[src/rtl/winwdog_pkg.sv]
// Package: shared constants, register addresses, field positions and the
// divider exponent decode for the windowed watchdog.
// Assumes: 16-bit register port, 3-bit address.
package winwdog_pkg;

    localparam int DATA_W  = 16;
    localparam int ADDR_W  = 3;
    localparam int MAX_EXP = 18;
    localparam int EXP_W   = $clog2(MAX_EXP + 1);

    typedef enum logic [ADDR_W-1:0] {
        REG_STAT = 3'd0,
        REG_CNT  = 3'd1,
        REG_KEY  = 3'd2,
        REG_CTRL = 3'd3,
        REG_WIN  = 3'd4
    } reg_addr_e;

    localparam logic [7:0] KEY_ARM  = 8'h55;
    localparam logic [7:0] KEY_FIRE = 8'hAA;
    localparam logic [2:0] CHK_PATTERN = 3'b101;

    // control field positions
    localparam int CTRL_DIS    = 0;
    localparam int CTRL_FLAG   = 1;
    localparam int CTRL_CHK_LO = 3;
    localparam int CTRL_PS_LO  = 6;
    localparam int CTRL_PRE_LO = 9;

    // status field positions
    localparam int STAT_LOCK = 0;
    localparam int STAT_MODE = 1;
    localparam int STAT_IRQ  = 2;

    // Total divider exponent from the pre-divider and prescaler codes.
    function automatic logic [EXP_W-1:0] div_exponent(input logic [3:0] pre,
                                                      input logic [2:0] ps);
        logic [EXP_W-1:0] e_pre;
        logic [EXP_W-1:0] e_ps;
        if (pre[3])
            e_pre = EXP_W'(pre[2:0]) + EXP_W'(1);
        else if (pre[2])
            e_pre = EXP_W'(9);
        else
            e_pre = EXP_W'(9) + EXP_W'(pre[1:0]);
        e_ps = (ps <= 3'd1) ? '0 : EXP_W'(ps) - EXP_W'(1);
        return e_pre + e_ps;
    endfunction

endpackage

[src/rtl/winwdog_prediv.sv]
// Module: winwdog_prediv
// Produces a one-cycle tick every 2^exp_sel clock cycles while run is high.
// Assumes: exp_sel <= MAX_EXP; a lowered run restarts the phase at zero.
module winwdog_prediv #(
    parameter int MAX_EXP = 18,
    parameter int EXP_W   = $clog2(MAX_EXP + 1)
) (
    input  logic             clk,
    input  logic             rst_n,
    input  logic             run,
    input  logic [EXP_W-1:0] exp_sel,
    output logic             tick
);
    localparam int DIV_W = MAX_EXP + 1;

    logic [DIV_W-1:0] div_q;
    logic [DIV_W-1:0] limit;

    // Terminal count for the selected power of two.
    always_comb limit = (DIV_W'(1) << exp_sel) - DIV_W'(1);

    assign tick = run && (div_q >= limit);

    // Phase counter: restarts on each tick or while stopped.
    always_ff @(posedge clk) begin
        if (!rst_n)
            div_q <= '0;
        else if (!run || tick)
            div_q <= '0;
        else
            div_q <= div_q + DIV_W'(1);
    end

    p_tick_gap_r1: assert property (@(posedge clk) disable iff (!rst_n)
        tick |=> (!tick || limit == '0));

endmodule

[src/rtl/winwdog_regs.sv]
// Module: winwdog_regs
// Register file: status, key sequencer, control with check-bit gate and
// disable lock, window threshold, first-key flag, cause flag and the read
// multiplexer.
// Assumes: one write per cycle; reads are combinational.
module winwdog_regs
    import winwdog_pkg::*;
#(
    parameter int CNT_W    = 8,
    parameter int STS_SYNC = 1
) (
    input  logic              clk,
    input  logic              rst_n,
    input  logic              wr_en,
    input  logic [ADDR_W-1:0] addr,
    input  logic [DATA_W-1:0] wdata,
    input  logic [CNT_W-1:0]  cnt,
    input  logic              rst_evt,
    input  logic              irq_n,
    output logic [DATA_W-1:0] rdata,
    output logic              wd_en,
    output logic              irq_mode,
    output logic [EXP_W-1:0]  exp_sel,
    output logic [CNT_W-1:0]  min_thr,
    output logic              svc_ok,
    output logic              chk_bad
);
    localparam int WIN_FIRST = CNT_W;

    logic             lock_q, mode_q, dis_q, flag_q, armed_q, first_q;
    logic [2:0]       ps_q;
    logic [3:0]       pre_q;
    logic [CNT_W-1:0] min_q;
    logic [CNT_W-1:0] min_next;
    logic [STS_SYNC-1:0] sts_q;
    logic             wr_stat, wr_key, wr_ctrl, wr_win, chk_ok, ctrl_ok;
    logic             unused_ok;

    assign unused_ok = ^{wdata[DATA_W-1:13], wdata[2]};

    // Write decode per register.
    always_comb begin
        wr_stat = wr_en && (addr == REG_STAT);
        wr_key  = wr_en && (addr == REG_KEY);
        wr_ctrl = wr_en && (addr == REG_CTRL);
        wr_win  = wr_en && (addr == REG_WIN);
        chk_ok  = wdata[CTRL_CHK_LO +: 3] == CHK_PATTERN;
        ctrl_ok = wr_ctrl && chk_ok;
        chk_bad = wr_ctrl && !chk_ok;
        svc_ok  = wr_key && (wdata[7:0] == KEY_FIRE) && armed_q;
        min_next = wr_win ? wdata[CNT_W-1:0] : min_q;
    end

    // Status: one-shot lock and event-kind select.
    always_ff @(posedge clk) begin
        if (!rst_n) begin
            lock_q <= 1'b1;
            mode_q <= 1'b0;
        end else if (wr_stat) begin
            if (wdata[STAT_LOCK]) lock_q <= 1'b0;
            mode_q <= wdata[STAT_MODE];
        end
    end

    // Control fields: only accepted with a correct check pattern.
    always_ff @(posedge clk) begin
        if (!rst_n) begin
            dis_q <= 1'b0;
            ps_q  <= '0;
            pre_q <= '0;
        end else if (ctrl_ok) begin
            ps_q  <= wdata[CTRL_PS_LO +: 3];
            pre_q <= wdata[CTRL_PRE_LO +: 4];
            if (lock_q) dis_q <= wdata[CTRL_DIS];
        end
    end

    // Cause flag: set by a reset-kind pulse, cleared by writing one.
    always_ff @(posedge clk) begin
        if (!rst_n)
            flag_q <= 1'b0;
        else if (rst_evt)
            flag_q <= 1'b1;
        else if (ctrl_ok && wdata[CTRL_FLAG])
            flag_q <= 1'b0;
    end

    // Key sequencer: any key write re-evaluates the armed state.
    always_ff @(posedge clk) begin
        if (!rst_n)
            armed_q <= 1'b0;
        else if (wr_key)
            armed_q <= (wdata[7:0] == KEY_ARM);
    end

    // Window threshold and first-key flag, updated on the same edge.
    always_ff @(posedge clk) begin
        if (!rst_n) begin
            min_q   <= '0;
            first_q <= 1'b0;
        end else begin
            min_q <= min_next;
            if (min_next == '0)
                first_q <= 1'b0;
            else if (svc_ok)
                first_q <= 1'b1;
        end
    end

    // Interrupt level sampled into the status register.
    generate
        if (STS_SYNC == 1) begin : g_sts_one
            always_ff @(posedge clk) begin
                if (!rst_n) sts_q <= '1;
                else        sts_q <= irq_n;
            end
        end else begin : g_sts_chain
            always_ff @(posedge clk) begin
                if (!rst_n) sts_q <= '1;
                else        sts_q <= {sts_q[STS_SYNC-2:0], irq_n};
            end
        end
    endgenerate

    // Read multiplexer; the key address mirrors control.
    always_comb begin
        rdata = '0;
        case (addr)
            REG_STAT: begin
                rdata[STAT_LOCK] = lock_q;
                rdata[STAT_MODE] = mode_q;
                rdata[STAT_IRQ]  = sts_q[STS_SYNC-1];
            end
            REG_CNT: rdata[CNT_W-1:0] = cnt;
            REG_KEY, REG_CTRL: begin
                rdata[CTRL_DIS]          = dis_q;
                rdata[CTRL_FLAG]         = flag_q;
                rdata[CTRL_PS_LO +: 3]   = ps_q;
                rdata[CTRL_PRE_LO +: 4]  = pre_q;
            end
            REG_WIN: begin
                rdata[CNT_W-1:0] = min_q;
                rdata[WIN_FIRST] = first_q;
            end
            default: rdata = '0;
        endcase
    end

    assign wd_en    = !dis_q;
    assign irq_mode = mode_q;
    assign exp_sel  = div_exponent(pre_q, ps_q);
    assign min_thr  = min_q;

    p_lock_sticky_r6: assert property (@(posedge clk) disable iff (!rst_n)
        !lock_q |=> !lock_q);
    p_dis_frozen_r6: assert property (@(posedge clk) disable iff (!rst_n)
        !lock_q |=> $stable(dis_q));
    p_flag_sticky_r9: assert property (@(posedge clk) disable iff (!rst_n)
        (flag_q && !(ctrl_ok && wdata[CTRL_FLAG])) |=> flag_q);
    p_first_needs_min_r10: assert property (@(posedge clk) disable iff (!rst_n)
        (min_q == '0) |-> !first_q);

endmodule

[src/rtl/winwdog_core.sv]
// Module: winwdog_core
// Watchdog counter, window check, event merge and the output pulse timer.
// Assumes: svc_ok and chk_bad are single-cycle strobes from the register
// file; tick is already gated by the enable.
module winwdog_core #(
    parameter int CNT_W     = 8,
    parameter int PULSE_LEN = 512
) (
    input  logic             clk,
    input  logic             rst_n,
    input  logic             wd_en,
    input  logic             tick,
    input  logic             svc_ok,
    input  logic             chk_bad,
    input  logic [CNT_W-1:0] min_thr,
    input  logic             irq_mode,
    output logic [CNT_W-1:0] cnt,
    output logic             rst_evt,
    output logic             wdog_rst,
    output logic             wdog_irq_n
);
    localparam int PLS_W = $clog2(PULSE_LEN + 1);

    logic [CNT_W-1:0] cnt_q;
    logic [PLS_W-1:0] pls_q;
    logic             kind_q;
    logic             early, ovf, evt, start, busy;

    // Event sources merged and gated by the enable.
    always_comb begin
        busy  = (pls_q != '0);
        early = svc_ok && (cnt_q < min_thr);
        ovf   = tick && (&cnt_q) && !svc_ok;
        evt   = wd_en && (ovf || early || chk_bad);
        start = evt && !busy;
    end

    // Counter: held while disabled, cleared by service, else counts ticks.
    always_ff @(posedge clk) begin
        if (!rst_n)
            cnt_q <= '0;
        else if (!wd_en || svc_ok)
            cnt_q <= '0;
        else if (tick)
            cnt_q <= cnt_q + CNT_W'(1);
    end

    // Pulse timer: loads on a new event, counts down to idle.
    always_ff @(posedge clk) begin
        if (!rst_n) begin
            pls_q  <= '0;
            kind_q <= 1'b0;
        end else if (start) begin
            pls_q  <= PLS_W'(PULSE_LEN);
            kind_q <= irq_mode;
        end else if (busy) begin
            pls_q <= pls_q - PLS_W'(1);
        end
    end

    assign cnt        = cnt_q;
    assign rst_evt    = start && !irq_mode;
    assign wdog_rst   = busy && !kind_q;
    assign wdog_irq_n = !(busy && kind_q);

    p_svc_clears_r3: assert property (@(posedge clk) disable iff (!rst_n)
        (svc_ok && wd_en) |=> (cnt_q == '0));
    p_off_idle_r7: assert property (@(posedge clk) disable iff (!rst_n)
        !wd_en |=> (cnt_q == '0));
    p_one_output_r8: assert property (@(posedge clk) disable iff (!rst_n)
        !(wdog_rst && !wdog_irq_n));
    p_ovf_pulse_r2: assert property (@(posedge clk) disable iff (!rst_n)
        (wd_en && tick && (&cnt_q) && !svc_ok && !busy) |=> (wdog_rst || !wdog_irq_n));
    p_early_pulse_r4: assert property (@(posedge clk) disable iff (!rst_n)
        (wd_en && svc_ok && (cnt_q < min_thr) && !busy) |=> (wdog_rst || !wdog_irq_n));

endmodule

[src/rtl/winwdog_top.sv]
// Module: winwdog_top
// Windowed watchdog: divider, register file and counter/event core.
// Assumes: clk is the watchdog oscillator and the register port clock;
// wdog_rst is not looped back into rst_n of this block.
module winwdog_top
    import winwdog_pkg::*;
#(
    parameter int CNT_W     = 8,
    parameter int PULSE_LEN = 512,
    parameter int STS_SYNC  = 1
) (
    input  logic              clk,
    input  logic              rst_n,
    input  logic              wr_en,
    input  logic [ADDR_W-1:0] addr,
    input  logic [DATA_W-1:0] wdata,
    output logic [DATA_W-1:0] rdata,
    output logic              wdog_rst,
    output logic              wdog_irq_n
);
    logic             wd_en, irq_mode, svc_ok, chk_bad, tick, rst_evt;
    logic [EXP_W-1:0] exp_sel;
    logic [CNT_W-1:0] min_thr, cnt;

    winwdog_prediv #(.MAX_EXP(MAX_EXP), .EXP_W(EXP_W)) u_div (
        .clk(clk), .rst_n(rst_n), .run(wd_en), .exp_sel(exp_sel), .tick(tick)
    );

    winwdog_regs #(.CNT_W(CNT_W), .STS_SYNC(STS_SYNC)) u_regs (
        .clk(clk), .rst_n(rst_n), .wr_en(wr_en), .addr(addr), .wdata(wdata),
        .cnt(cnt), .rst_evt(rst_evt), .irq_n(wdog_irq_n), .rdata(rdata),
        .wd_en(wd_en), .irq_mode(irq_mode), .exp_sel(exp_sel),
        .min_thr(min_thr), .svc_ok(svc_ok), .chk_bad(chk_bad)
    );

    winwdog_core #(.CNT_W(CNT_W), .PULSE_LEN(PULSE_LEN)) u_core (
        .clk(clk), .rst_n(rst_n), .wd_en(wd_en), .tick(tick), .svc_ok(svc_ok),
        .chk_bad(chk_bad), .min_thr(min_thr), .irq_mode(irq_mode), .cnt(cnt),
        .rst_evt(rst_evt), .wdog_rst(wdog_rst), .wdog_irq_n(wdog_irq_n)
    );

endmodule

[config.mk]
export PLATFORM = sky130hd
export DESIGN_NAME = winwdog_top
export DESIGN_NICKNAME = d
export VERILOG_FILES = /design/src/rtl/winwdog_pkg.sv /design/src/rtl/winwdog_prediv.sv /design/src/rtl/winwdog_regs.sv /design/src/rtl/winwdog_core.sv /design/src/rtl/winwdog_top.sv
export SDC_FILE = /design/constraint.sdc
export NUM_CORES = 1
export LEC_CHECK = 0
export BUFFER_PORTS_ARGS = -buffer_cell sky130_fd_sc_hd__clkbuf_2
export CORE_AREA = 2 2 141 102
export CTS_CLUSTER_DIAMETER = 120
export CTS_CLUSTER_SIZE = 28
export DETAILED_ROUTE_END_ITERATION = 12
export DIE_AREA = 0 0 143 104
export RECOVER_POWER = 50
export SETUP_SLACK_MARGIN = 0.4
export SLEW_MARGIN = 20
export SYNTH_ARGS = -nofsm -noshare
export SYNTH_HDL_FRONTEND = slang
export SYNTH_SLANG_ARGS = --single-unit
[constraint.sdc]
create_clock -name clk -period 5.45 [get_ports clk]
set_input_delay 0.545 -clock clk [delete_from_list [all_inputs] [get_ports clk]]
set_output_delay 0.545 -clock clk [all_outputs]
set_load 0.01 [all_outputs]
==> results.md, run 1 <==
Run status:
- The run finished with clean final reports.

Critical path:
- The signal arrival time at the worst endpoint is 5270 ps.
- The launch instance of the worst register-to-register path is u_regs.ps_q[0].
- The critical path starts at u_regs.ps_q[0].
- In this design, the critical path's most frequently occurring cell is sky130_fd_sc_hd__ha_4.
- The slowest stage of the critical path belongs to the cell sky130_fd_sc_hd__fa_2.
- In this run the worst path has a maximum fanout of 7.
- The element type at the critical path end is a register.
- The data required time of the critical path is 5720 ps.
- The worst setup path is of the register to register kind.
- In this design, the stage delay of the slowest critical-path cell is 450 ps.
- The worst setup path is launched from a register.

Finish:
- The synthesis-to-finish area growth is 26.54%.
- In the final layout, the share of cells above drive strength 1 is 20.32%.
- 0 antenna diodes ended up in the layout.
- The final net count is 619.
- The final-layout fill cell count is 1349.
- Registers take 1205 um^2.
- After routing the design area is 5054 um^2.
- Summing all multi-input logic gate instances after layout gives 2860 um^2.

Floorplanning:
- The standard-cell row count is 36.
- The width of the die is 143 um.
- 40 I/O pins were placed.
- The die covers 14870 um^2.
- The die height is 104 um.
- The total core area is 13560 um^2.
- Once the floorplan was initialized, standard cells occupied 29.46% of the core.

Timing:
- The maximum clock frequency is 200.1 MHz.
- Setup violations remaining at the end of the flow were counted as 0.
- The final number of max-transition violations is 0.
- The clock period minus final worst setup slack is 4998 ps.
- The worst pin sits at a relative slew slack of 28.01%.
- The worst clock skew on the final layout is 7.313 ps.
- The slew at the pin with the worst max-slew slack is 1076 ps.
- The final-report hold violation count is 0.
- Across all hold checks on the routed design, the worst slack comes to 445.7 ps.
- Setup repair after global routing could not meet its margin everywhere.
- The total negative slack is 0 ps.
- The ratio of final minimum period to clock period is 91.70%.

Route:
- After the first detailed-routing iteration, the DRC count stood at 303.
- The via-per-instance ratio is 4.828.
- The antenna violation net count after detailed routing is 0.
- The total length of routed wires is 10.06 mm.
- The overall via count from detail_route is 3626.
- The pre-antenna-repair detailed-routing pass consisted of 4 iterations.
- The number of design rule violations left after detail routing is 0.
- In the final routed layout, each cell accounts on average for 13.39 um.

Worst hold path:
- The start point of the worst min-delay path is u_core.kind_q.
- The tightest min-delay check is of the register to register type.

Placement:
- The final weighted congestion in routability-driven placement is 0.8287.
- The total half-perimeter wirelength after legalization and detailed placement is 7.543 mm.
- The placement-stage cell area is 4482 um^2.
- In this run the tool buffered the top-level ports with 33 buffer cells.

Synth:
- The count of synthesis-stage warnings from yosys is 0.
- The number of different library cells in the post-synthesis netlist is 54.
- The fraction of registers with async set or reset after synthesis is 0%.
- The number of instances in the synthesized netlist is 495.
- Each instance of the synthesized netlist takes up on average 8.068 um^2.
- Sequential elements use 30.08% of the synthesized area.
- The top cell type's share of synthesized area is 30.08%.
- In the post-synthesis netlist, the biggest area contributors are sky130_fd_sc_hd__dfxtp_1 30%, sky130_fd_sc_hd__ha_1 13%, sky130_fd_sc_hd__nor2_1 5.9%.
- The post-synthesis cell type with the largest combined area is sky130_fd_sc_hd__dfxtp_1.
- The dominant synthesized flop cell is sky130_fd_sc_hd__dfxtp_1.
- The synthesized design contains 0 enable-type register cells.
- In this run the cell area of the synthesized design comes to 3994 um^2.
- After synthesis the netlist holds a flip-flop and latch count of 60.

Job:
- The count of max-cap constraint violations is 0.

Clocking:
- The later pin in the worst-skew pair is clocked with a latency of 330 ps.
- The tree built by TritonCTS fans out to 60 sinks.
- The number of clock buffers added by TritonCTS is 9.
- The root buffer cell is sky130_fd_sc_hd__clkbuf_16.
- Counting along the longest clock path gives a buffer depth of 2.
- The H-tree generated during clock tree synthesis spans 3 levels.
- The clock tree from TritonCTS is built.
- Buffers inserted to repair hold after CTS numbered 0.
- The register clock-pin slew on the reported worst setup and hold paths is 50 ps.

Pwr:
- In this run the power density over the cells is 270.4 nW/um^2.
- The leakage power summed over all cells is 1.981 nW.
- Across the VDD grid, the largest voltage drop is 0.1408 mV.

Global routing:
- Entering global routing, the biggest net connects 29 pins.
- The first-pass GRT wire length is 16.53 mm.
- The number of antenna violations at the first check in global routing is 0.
- Global routing used 13.87% of the available tracks.
- The aggregate global routing overflow is 0.
- The via count of the first global-routing pass is 3465.
[logic make-up (layout without fill, tap and decap cells)]
kind of cell,after synthesis,count (layout),synth area share (%)
other cells,1,3,0.09389
xor+xnor,32,32,7.018
fa+ha+maj,41,41,13.03
buf+inv,37,101,3.979
compound gates,85,85,14.35
mux,14,14,3.540
simple gates,225,225,27.91
flops,60,60,30.08
[metrics by stage]
stage,util (%),worst slack (ps),std cells,power (mW)
3_5_place_dp,33.06,-0.7776,724,0.8074
3_3_place_gp,33.06,172.4,724,0.7984
5_1_grt,37.27,248.5,751,1.446
2_1_floorplan,-,388.8,497,0.7551
4_1_cts,35.74,395.3,740,1.332
6_report,37.27,452.5,751,1.367
[area by class of cell]
type	instances	area share, %
tap	190	4.704
sequential	60	23.84
inverter	19	1.411
multi-input combinational	400	56.60
clock inverter	5	0.5694
timing repair buffer	66	8.269
clock buffer	11	4.605
[what timing repair did]
action	in CTS	in global routing
gates resized for setup	21	39
pin swaps	6	31
setup buffers	0	11
endpoints found under the setup margin	38	37
gates cloned	0	0
[layer usage]
layer,routed length (um),vias up,GRT usage (%)
met4,155,0,4.314
met3,384,12,4.374
met5,0,-,0
li1,-,1852,-
met1,5082,1687,19.02
met2,4434,75,20.64
[power by group]
group | switching (mW) | internal, mW | leakage [nW]
Sequential | 0.0307 | 0.476 | 0.488
Combinational | 0.195 | 0.160 | 1.36
Clock | 0.201 | 0.305 | 0.133
Total | 0.427 | 0.940 | 1.98
[registers in the layout, summed over array words and instances (netlist names), 3 cells and up]
register / flops
u_core.cnt: 8
u_core.pls_q: 10
u_div.div_q: 19
u_regs.min_thr: 8
u_regs.pre_q: 4
u_regs.ps_q: 3
[worst paths after layout]
check	endpoint	slack, ps	cells after the start
min	u_regs.sts_q	450	1
min reg2reg	u_regs.sts_q	450	1
max reg2reg	u_core.pls_q[7]	450	26
max	u_core.pls_q[7]	450	26
[worst max-delay path: cells and delay by family (launching register included)]
| family | cells | cell delay [ps] |
|---|---|---|
| AND/OR/NAND/NOR | 9 | 1460 |
| adder cells (fa/ha/maj) | 6 | 1340 |
| AO/OA/AOI/OAI | 6 | 1130 |
| buffers and inverters | 5 | 670 |
| flip-flops | 1 | 340 |
[cell usage in the layout (no fill, tap or decap), types with 10 or more instances in the layout]
cell type / count
sky130_fd_sc_hd__buf_4: 28
sky130_fd_sc_hd__inv_1: 17
sky130_fd_sc_hd__clkbuf_1: 16
sky130_fd_sc_hd__nand2_1: 51
sky130_fd_sc_hd__dfxtp_1: 57
sky130_fd_sc_hd__a21oi_1: 19
sky130_fd_sc_hd__nor2b_1: 19
sky130_fd_sc_hd__xor2_1: 13
sky130_fd_sc_hd__ha_1: 34
sky130_fd_sc_hd__nand3_1: 18
sky130_fd_sc_hd__a21boi_0: 10
sky130_fd_sc_hd__mux2i_1: 13
sky130_fd_sc_hd__nor2_1: 52
sky130_fd_sc_hd__xnor2_1: 18
sky130_fd_sc_hd__clkbuf_2: 19
[synth_stat cells (6+ instances only)]
cell / instances
sky130_fd_sc_hd__nand3_1: 20
sky130_fd_sc_hd__xor2_1: 14
sky130_fd_sc_hd__xnor2_1: 18
sky130_fd_sc_hd__a21boi_0: 10
sky130_fd_sc_hd__nand2_1: 53
sky130_fd_sc_hd__nand2b_1: 6
sky130_fd_sc_hd__inv_1: 19
sky130_fd_sc_hd__and2_1: 9
sky130_fd_sc_hd__a21o_1: 8
sky130_fd_sc_hd__nor2_1: 63
sky130_fd_sc_hd__nor3_1: 10
sky130_fd_sc_hd__clkbuf_1: 13
sky130_fd_sc_hd__mux2i_1: 13
sky130_fd_sc_hd__nand4_1: 7
sky130_fd_sc_hd__nor2b_1: 19
sky130_fd_sc_hd__ha_1: 40
sky130_fd_sc_hd__a22oi_1: 6
sky130_fd_sc_hd__a21oi_1: 21
sky130_fd_sc_hd__dfxtp_1: 60
sky130_fd_sc_hd__or3_1: 9
sky130_fd_sc_hd__and3_1: 8
sky130_fd_sc_hd__o21ai_0: 12
sky130_fd_sc_hd__nor4_1: 7
Note: power is estimated with default switching activity, not from simulation.
==> run 2: changes to the inputs <==
- BUFFER_PORTS_ARGS: -buffer_cell sky130_fd_sc_hd__clkbuf_2 -> -buffer_cell sky130_fd_sc_hd__buf_4
- CORE_AREA: 2 2 141 102 -> 2 2 101 142
- DIE_AREA: 0 0 143 104 -> 0 0 103 144
- SETUP_SLACK_MARGIN: 0.4 -> 0.02
==> run 2 against run 1 <==
Wire length is 2.6% lower. Critical path depth down 2. Clock power up 15%. Via count fell by 0.36%. Largest power group is now the clock network.
==> results.md, run 2 (synthesis gave the netlist of run 1 again) <==
Run status:
- Outcome: completed (unchanged).

Pwr:
- The power per unit of standard cell area is 281.5 nW/um^2 (was 270.4 nW/um^2).
- The clock group share of total power is 42.2% (was 37.0%).
- The total internal power is 0.9688 mW (was 0.9400 mW).
- The leakage power summed over all cells came to 1.952 nW (was 1.981 nW).
- The combinational power share is 21.2% (was 26.0%).
- The sequential group share of total power came to 36.6% (was 37.1%).
- The fraction of power spent switching nets is 29.78% (was 31.22%).
- The power after layout is 1.380 mW (was 1.367 mW).
- The largest vdd supply drop is 0.2413 mV (was 0.1408 mV).
- The switching power total is 0.4108 mW (was 0.4266 mW).

Route:
- The total length of routed wires is 9.791 mm (was 10.06 mm).
- The average detailed-routed wire length per instance was 13.34 um (was 13.39 um).
- The overall via count from detail_route is 3613 (was 3626).
- The via-per-instance ratio came to 4.922 (was 4.828).
- The number of design rule violations left after detail routing is 0 (unchanged).
- The antenna violation net count after detailed routing is 0 (unchanged).
- The number of optimization iterations in the first detailed-route pass is 4 (unchanged).
- The first-iteration detailed-routing DRC count is 92 (was 303).

Worst hold path:
- The hold-critical path endpoint is u_regs.sts_q (unchanged).
- The hold path depth was 1 (unchanged).
- The worst hold path class was register to register (unchanged).
- The start point of the worst min-delay path is u_core.kind_q (unchanged).

Clocking:
- The root buffer cell is sky130_fd_sc_hd__clkbuf_16 (unchanged).
- The number of hold-repair buffers added at the cts stage came to 0 (unchanged).
- The largest buffer count on any clock path was 2 (unchanged).
- The number of buffers inserted during clock tree synthesis came to 9 (unchanged).
- The depth of the CTS H-tree is 3 (unchanged).
- The clock tree from TritonCTS is built (unchanged).
- The register clock-pin slew on the reported worst setup and hold paths is 60 ps (was 50 ps).
- The clock sink total came to 60 (unchanged).
- The clock latency on the worst-skew pair came to 330 ps (about the same).

Timing:
- The final-report hold violation count is 0 (unchanged).
- The final setup slack of the worst path is 263.6 ps (was 452.5 ps).
- The slew at the pin with the worst max-slew slack was 992.6 ps (was 1076 ps).
- The ratio of final minimum period to clock period was 95.16% (was 91.70%).
- The final number of max-transition violations is 0 (unchanged).
- Unrepaired setup endpoints after global routing: false (was true).
- The worst clock skew on the final layout is 7.111 ps (was 7.313 ps).
- The worst max-slew margin expressed relative to the limit is 33.58% (was 28.01%).
- The maximum clock frequency is 192.8 MHz (was 200.1 MHz).
- The final-report setup violation count is 0 (unchanged).
- The clock period minus final worst setup slack is 5186 ps (was 4998 ps).

Finish:
- The final-layout fill cell count came to 1422 (was 1349).
- The final cell utilization of the core was 35.89% (was 37.27%).
- The register with the most flip-flops was u_div.div_q (unchanged).
- The layout cell share with drive strength beyond 1 is 15.48% (was 20.32%).
- The leading cell type in the layout, fill and taps excluded is sky130_fd_sc_hd__nor2_1 (was sky130_fd_sc_hd__dfxtp_1).
- The number of diodes added for antenna fixing was 0 (unchanged).
- The synthesis-to-finish area growth is 22.71% (was 26.54%).
- The number of flip-flops in the largest register is 19 (unchanged).
- Most frequent cells in the layout: 60 x sky130_fd_sc_hd__nor2_1, 59 x sky130_fd_sc_hd__dfxtp_1, 52 x sky130_fd_sc_hd__nand2_1 (was 57 x sky130_fd_sc_hd__dfxtp_1, 52 x sky130_fd_sc_hd__nor2_1, 51 x sky130_fd_sc_hd__nand2_1).
- The final net count is 607 (was 619).
- Registers with the most flip-flops: u_div.div_q (19), u_core.pls_q (10) (unchanged).

Critical path:
- The signal arrival time at the worst endpoint is 5450 ps (was 5270 ps).
- The critical path class is register to register (unchanged).
- The setup slack on the worst flop-to-flop path was 260 ps (was 450 ps).
- The category of the worst setup path launch point was a register (unchanged).
- The endpoint of the worst register-to-register path is u_core.cnt[6] (was u_core.pls_q[7]).
- The cell count of the worst reg-to-reg path is 24 (was 26).
- The data required time of the critical path is 5710 ps (was 5720 ps).
- The maximum fanout along the worst path came to 11 (was 7).
- The element type at the critical path end is a register (unchanged).
- The launch instance of the worst register-to-register path is u_regs.ps_q[1] (was u_regs.ps_q[0]).

Global routing:
- The via count of the first global-routing pass is 3561 (was 3465).
- The first-pass GRT wire length is 16.48 mm (was 16.53 mm).
- The aggregate global routing overflow is 0 (unchanged).
- The number of antenna violations at the first check in global routing is 0 (unchanged).
- The global-route usage over all layers is 13.91% (was 13.87%).
- The maximum number of pins on one net before global-route repair came to 29 (unchanged).

Placement:
- The total half-perimeter wirelength after legalization and detailed placement came to 7.495 mm (was 7.543 mm).
- The setup slack after placement was -87.84 ps (was -0.7776 ps).
- The final weighted congestion in routability-driven placement was 0.8436 (was 0.8287).
- The total of buffers placed on input and output ports is 33 (unchanged).

Floorplanning:
- The standard-cell row count is 51 (was 36).
- The top-level port count is 40 (unchanged).
- The effective utilization at floorplan is 29.25% (was 29.46%).
- The width of the die was 103 um (was 143 um).
- The total core area is 13660 um^2 (was 13560 um^2).
- The die height came to 144 um (was 104 um).
- The die area came to 14830 um^2 (was 14870 um^2).

Job:
- The count of max-cap constraint violations is 0 (unchanged).
==> run 2: critical path, cell delays in order, from the launching register on <==
cell and delay (ps):
sky130_fd_sc_hd__dfxtp_2 320, sky130_fd_sc_hd__inv_1 50, sky130_fd_sc_hd__ha_1 190, sky130_fd_sc_hd__ha_2 180, sky130_fd_sc_hd__a21o_1 180, sky130_fd_sc_hd__nor2_1 140
sky130_fd_sc_hd__ha_2 210, sky130_fd_sc_hd__fa_1 430, sky130_fd_sc_hd__or3_4 410, sky130_fd_sc_hd__or3_4 370, sky130_fd_sc_hd__ha_4 190, sky130_fd_sc_hd__buf_6 140
sky130_fd_sc_hd__nand2_2 80, sky130_fd_sc_hd__a21bo_2 220, sky130_fd_sc_hd__nand3_1 70, sky130_fd_sc_hd__and3_1 160, sky130_fd_sc_hd__ha_1 150, sky130_fd_sc_hd__nand4_1 190
sky130_fd_sc_hd__nor3_4 290, sky130_fd_sc_hd__buf_4 140, sky130_fd_sc_hd__o2111a_2 200, sky130_fd_sc_hd__buf_4 130, sky130_fd_sc_hd__o21ai_1 100, sky130_fd_sc_hd__or4_1 410
sky130_fd_sc_hd__a21oi_1 150
==> run 2: cell type report <==
type / instances / area [um^2] / area share (%)
Multi-Input combinational cell: 400 / 2731 / 55.73
Sequential cell: 60 / 1202 / 24.53
Timing Repair Buffer: 54 / 364.1 / 7.429
Tap cell: 185 / 231.5 / 4.723
Clock buffer: 9 / 225.2 / 4.595
Clock inverter: 7 / 75.07 / 1.532
Inverter: 19 / 71.32 / 1.455
==> run 2: worst max-delay path by stage <==
stage	startpoint	to	slack [ps]
after detailed placement	u_regs.ps_q[1]	u_core.cnt[3]	-90
after global placement	u_regs.ps_q[0]	u_core.cnt[5]	90
final	u_regs.ps_q[1]	u_core.cnt[6]	260
after floorplan	u_regs.ps_q[0]	u_core.cnt[1]	330
after CTS	u_regs.ps_q[1]	u_core.pls_q[4]	40
after global routing	u_regs.ps_q[1]	u_core.cnt[6]	30
==> run 2: power by group through the flow <==
| stage | logic (mW) | registers [mW] | clock network, mW |
|---|---|---|---|
| floorplan | 0.248 | 0.507 | 0 |
| global placement | 0.290 | 0.511 | 0 |
| detailed placement | 0.300 | 0.514 | 0 |
| CTS | 0.304 | 0.505 | 0.592 |
| global route | 0.336 | 0.511 | 0.616 |
| finish | 0.293 | 0.505 | 0.582 |
==> run 2: repair_timing <==
item / CTS / global route
endpoints found under the setup margin: 30 / 38
pin swaps: 2 / 14
setup buffers: 1 / 5
resized for setup: 3 / 23
==> run 2: metal layers <==
layer,vias up,global-route usage (%),wire length (um)
met3,18,3.142,209
met2,42,24.74,5253
li1,1821,-,-
met4,0,5.956,301
met5,-,0,0
met1,1732,15.65,4026
==> run 2: metrics by stage <==
stage	std cells	setup TNS [ps]	hold WS, ps	cell area [um^2]
after floorplan	497	0	394.5	4001
after global placement	712	0	426.1	4506
after detailed placement	712	-307.9	433.7	4506
after CTS	729	0	453.9	4821
after global routing	734	0	484.3	4901
final	734	0	443.8	4901
==> run 3: changes to the inputs <==
- PLACE_DENSITY: unset -> 0.54
==> run 3 against run 2 <==
Register-to-register slack improved by 60 ps. Sequential cell count is the same. Design area shrank 1.4%. Highest routed layer unchanged.
==> results.md, run 3 (synthesis gave the netlist of run 1 again) <==
Critical path:
- The setup slack on the worst flop-to-flop path is 330 ps (was 260 ps).
- The cell count of the worst reg-to-reg path is 24 (unchanged).
- The launch instance of the worst register-to-register path is u_regs.ps_q[1] (unchanged).
- The launch point of the critical path is u_regs.ps_q[1] (unchanged).
- The endpoint of the worst register-to-register path was u_core.cnt[6] (unchanged).
- The category of the worst setup path launch point is a register (unchanged).
- The critical path class is register to register (unchanged).
- The data required time of the critical path is 5720 ps (was 5710 ps).
- The maximum fanout along the worst path is 6 (was 11).
- The element type at the critical path end is a register (unchanged).
- The signal arrival time at the worst endpoint is 5390 ps (was 5450 ps).

Worst hold path:
- The worst hold path class is register to register (unchanged).
- The hold-critical path endpoint is u_regs.sts_q (unchanged).
- The start point of the worst min-delay path was u_core.kind_q (unchanged).
- The hold path depth is 1 (unchanged).

Floorplanning:
- The total core area is 13660 um^2 (unchanged).
- The die height came to 144 um (unchanged).
- The width of the die is 103 um (unchanged).
- The die area is 14830 um^2 (unchanged).
- The standard-cell row count is 51 (unchanged).
- The effective utilization at floorplan came to 29.25% (unchanged).
- The top-level port count came to 40 (unchanged).

Clocking:
- The root buffer cell is sky130_fd_sc_hd__clkbuf_16 (unchanged).
- The clock latency on the worst-skew pair is 330 ps (about the same).
- The number of hold-repair buffers added at the cts stage was 0 (unchanged).
- The largest buffer count on any clock path was 2 (unchanged).
- The register clock-pin slew on the reported worst setup and hold paths is 60 ps (about the same).
- The number of buffers inserted during clock tree synthesis is 9 (unchanged).
- The clock sink total is 60 (unchanged).
- The clock tree from TritonCTS is built (unchanged).
- The depth of the CTS H-tree is 3 (unchanged).

Timing:
- The final number of max-transition violations is 0 (unchanged).
- The slew at the pin with the worst max-slew slack is 950.7 ps (was 992.6 ps).
- The maximum clock frequency was 195.2 MHz (was 192.8 MHz).
- The final hold slack came to 434.6 ps (was 443.8 ps).
- The worst clock skew on the final layout is 8.084 ps (was 7.111 ps).
- The final-report hold violation count was 0 (unchanged).
- The ratio of final minimum period to clock period is 94.02% (was 95.16%).
- Unrepaired setup endpoints after global routing: true (was false).
- The total negative slack is 0 ps (unchanged).
- The worst max-slew margin expressed relative to the limit came to 36.38% (was 33.58%).
- The final setup slack of the worst path is 325.8 ps (was 263.6 ps).
- The final-report setup violation count came to 0 (unchanged).
- The clock period minus final worst setup slack is 5124 ps (was 5186 ps).

Global routing:
- The aggregate global routing overflow was 0 (unchanged).
- The via count of the first global-routing pass is 3562 (was 3561).
- The number of antenna violations at the first check in global routing was 0 (unchanged).
- The global-route usage over all layers is 13.89% (was 13.91%).
- The first-pass GRT wire length was 16.35 mm (was 16.48 mm).
- The maximum number of pins on one net before global-route repair is 29 (unchanged).

Job:
- The count of max-cap constraint violations is 0 (unchanged).

Route:
- The average detailed-routed wire length per instance is 13.15 um (was 13.34 um).
- The antenna violation net count after detailed routing is 0 (unchanged).
- The overall via count from detail_route is 3513 (was 3613).
- The total length of routed wires is 9.573 mm (was 9.791 mm).
- The number of optimization iterations in the first detailed-route pass is 4 (unchanged).
- The via-per-instance ratio is 4.826 (was 4.922).
- The number of design rule violations left after detail routing came to 0 (unchanged).
- The first-iteration detailed-routing DRC count is 184 (was 92).

Placement:
- The placement-stage cell area is 4498 um^2 (was 4506 um^2).
- The total of buffers placed on input and output ports is 33 (unchanged).
- The total half-perimeter wirelength after legalization and detailed placement is 7.359 mm (was 7.495 mm).
- The setup slack after placement came to -0.7421 ps (was -87.84 ps).
- The cell count after placement is 711 (was 712).
- The final weighted congestion in routability-driven placement is 0.8902 (was 0.8436).

Pwr:
- The leakage power summed over all cells was 1.912 nW (was 1.952 nW).
- The largest vdd supply drop is 0.2734 mV (was 0.2413 mV).
- The power per unit of standard cell area came to 286.1 nW/um^2 (was 281.5 nW/um^2).
- The power after layout came to 1.383 mW (was 1.380 mW).

Finish:
- Most frequent cells in the layout: 60 x sky130_fd_sc_hd__nor2_1, 60 x sky130_fd_sc_hd__dfxtp_1, 53 x sky130_fd_sc_hd__nand2_1 (was 60 x sky130_fd_sc_hd__nor2_1, 59 x sky130_fd_sc_hd__dfxtp_1, 52 x sky130_fd_sc_hd__nand2_1).
- The number of diodes added for antenna fixing is 0 (unchanged).
- Registers with the most flip-flops: u_div.div_q (19), u_core.pls_q (10) (unchanged).
- The synthesis-to-finish area growth came to 21.02% (was 22.71%).
- The final-layout fill cell count was 1505 (was 1422).
- The layout cell share with drive strength beyond 1 is 13.81% (was 15.48%).
- The register with the most flip-flops was u_div.div_q (unchanged).
- The number of flip-flops in the largest register is 19 (unchanged).
- The final net count is 601 (was 607).
- The summed area of non-filler cells in the final layout is 4833 um^2 (was 4901 um^2).
- The count of non-filler cells in the finished layout is 728 (was 734).
- The final cell utilization of the core is 35.39% (was 35.89%).

Run status:
- Outcome: completed (unchanged).
## run 3: changes by cell type in the layout (fill, tap and decap cells not counted), sizes merged
cell / before / now
buf: 41 / 35
## run 3: cell type report
cell class | instances | area, um^2 | area share [%]
multi-input cells | 400 | 2718 | 56.23
inverters | 19 | 71.32 | 1.476
well taps | 185 | 231.5 | 4.789
clock buffers | 9 | 225.2 | 4.660
flip-flops and latches | 60 | 1201 | 24.85
repair buffers | 48 | 311.5 | 6.446
clock inverters | 7 | 75.07 | 1.553
## run 3: how the worst max path moves through the flow
stage	to	cells after the start
2_1_floorplan	u_core.cnt[1]	24
5_1_grt	u_core.cnt[6]	24
6_report	u_core.cnt[6]	24
4_1_cts	u_core.pls_q[1]	24
3_3_place_gp	u_core.cnt[5]	24
3_5_place_dp	u_core.cnt[7]	24
## run 3: layer usage
metal / global-route usage, % / up-vias / wire (um)
li1: - / 1814 / -
met1: 16.28 / 1652 / 4136
met2: 24.61 / 32 / 5070
met3: 2.513 / 15 / 190
met4: 5.540 / 0 / 175
met5: 0 / - / 0
## run 3: critical path, stage by stage, from the launching register on
cell                       delay [ps]
sky130_fd_sc_hd__dfxtp_1          320
sky130_fd_sc_hd__inv_1             60
sky130_fd_sc_hd__ha_1             190
sky130_fd_sc_hd__ha_1             190
sky130_fd_sc_hd__a21o_1           180
sky130_fd_sc_hd__nor2_2           110
sky130_fd_sc_hd__ha_2             200
sky130_fd_sc_hd__fa_1             420
sky130_fd_sc_hd__or3_4            410
sky130_fd_sc_hd__or3_4            350
sky130_fd_sc_hd__ha_2             200
sky130_fd_sc_hd__nor2_2           100
sky130_fd_sc_hd__buf_4            130
sky130_fd_sc_hd__a21bo_2          120
sky130_fd_sc_hd__nand3_1           70
sky130_fd_sc_hd__and3_4           180
sky130_fd_sc_hd__ha_4             270
sky130_fd_sc_hd__nand4_1          180
sky130_fd_sc_hd__nor3_4           220
sky130_fd_sc_hd__buf_4            140
sky130_fd_sc_hd__o2111a_2         230
sky130_fd_sc_hd__o21ai_1           80
sky130_fd_sc_hd__buf_4            160
sky130_fd_sc_hd__or4_1            390
sky130_fd_sc_hd__a21oi_1          150
## run 3: timing repair
| item | CTS | global route |
|---|---|---|
| setup endpoints to repair | 3 | 37 |
| setup buffers | 0 | 1 |
| pin swaps | 0 | 4 |
| resized for setup | 2 | 16 |
## run 3: power breakdown
group          internal (mW)  switching, mW  leakage (nW)  total, mW
Sequential             0.475         0.0293         0.486      0.505
Combinational          0.137          0.161          1.28      0.298
Clock                  0.357          0.223         0.150      0.580
Total                  0.969          0.414          1.91       1.38
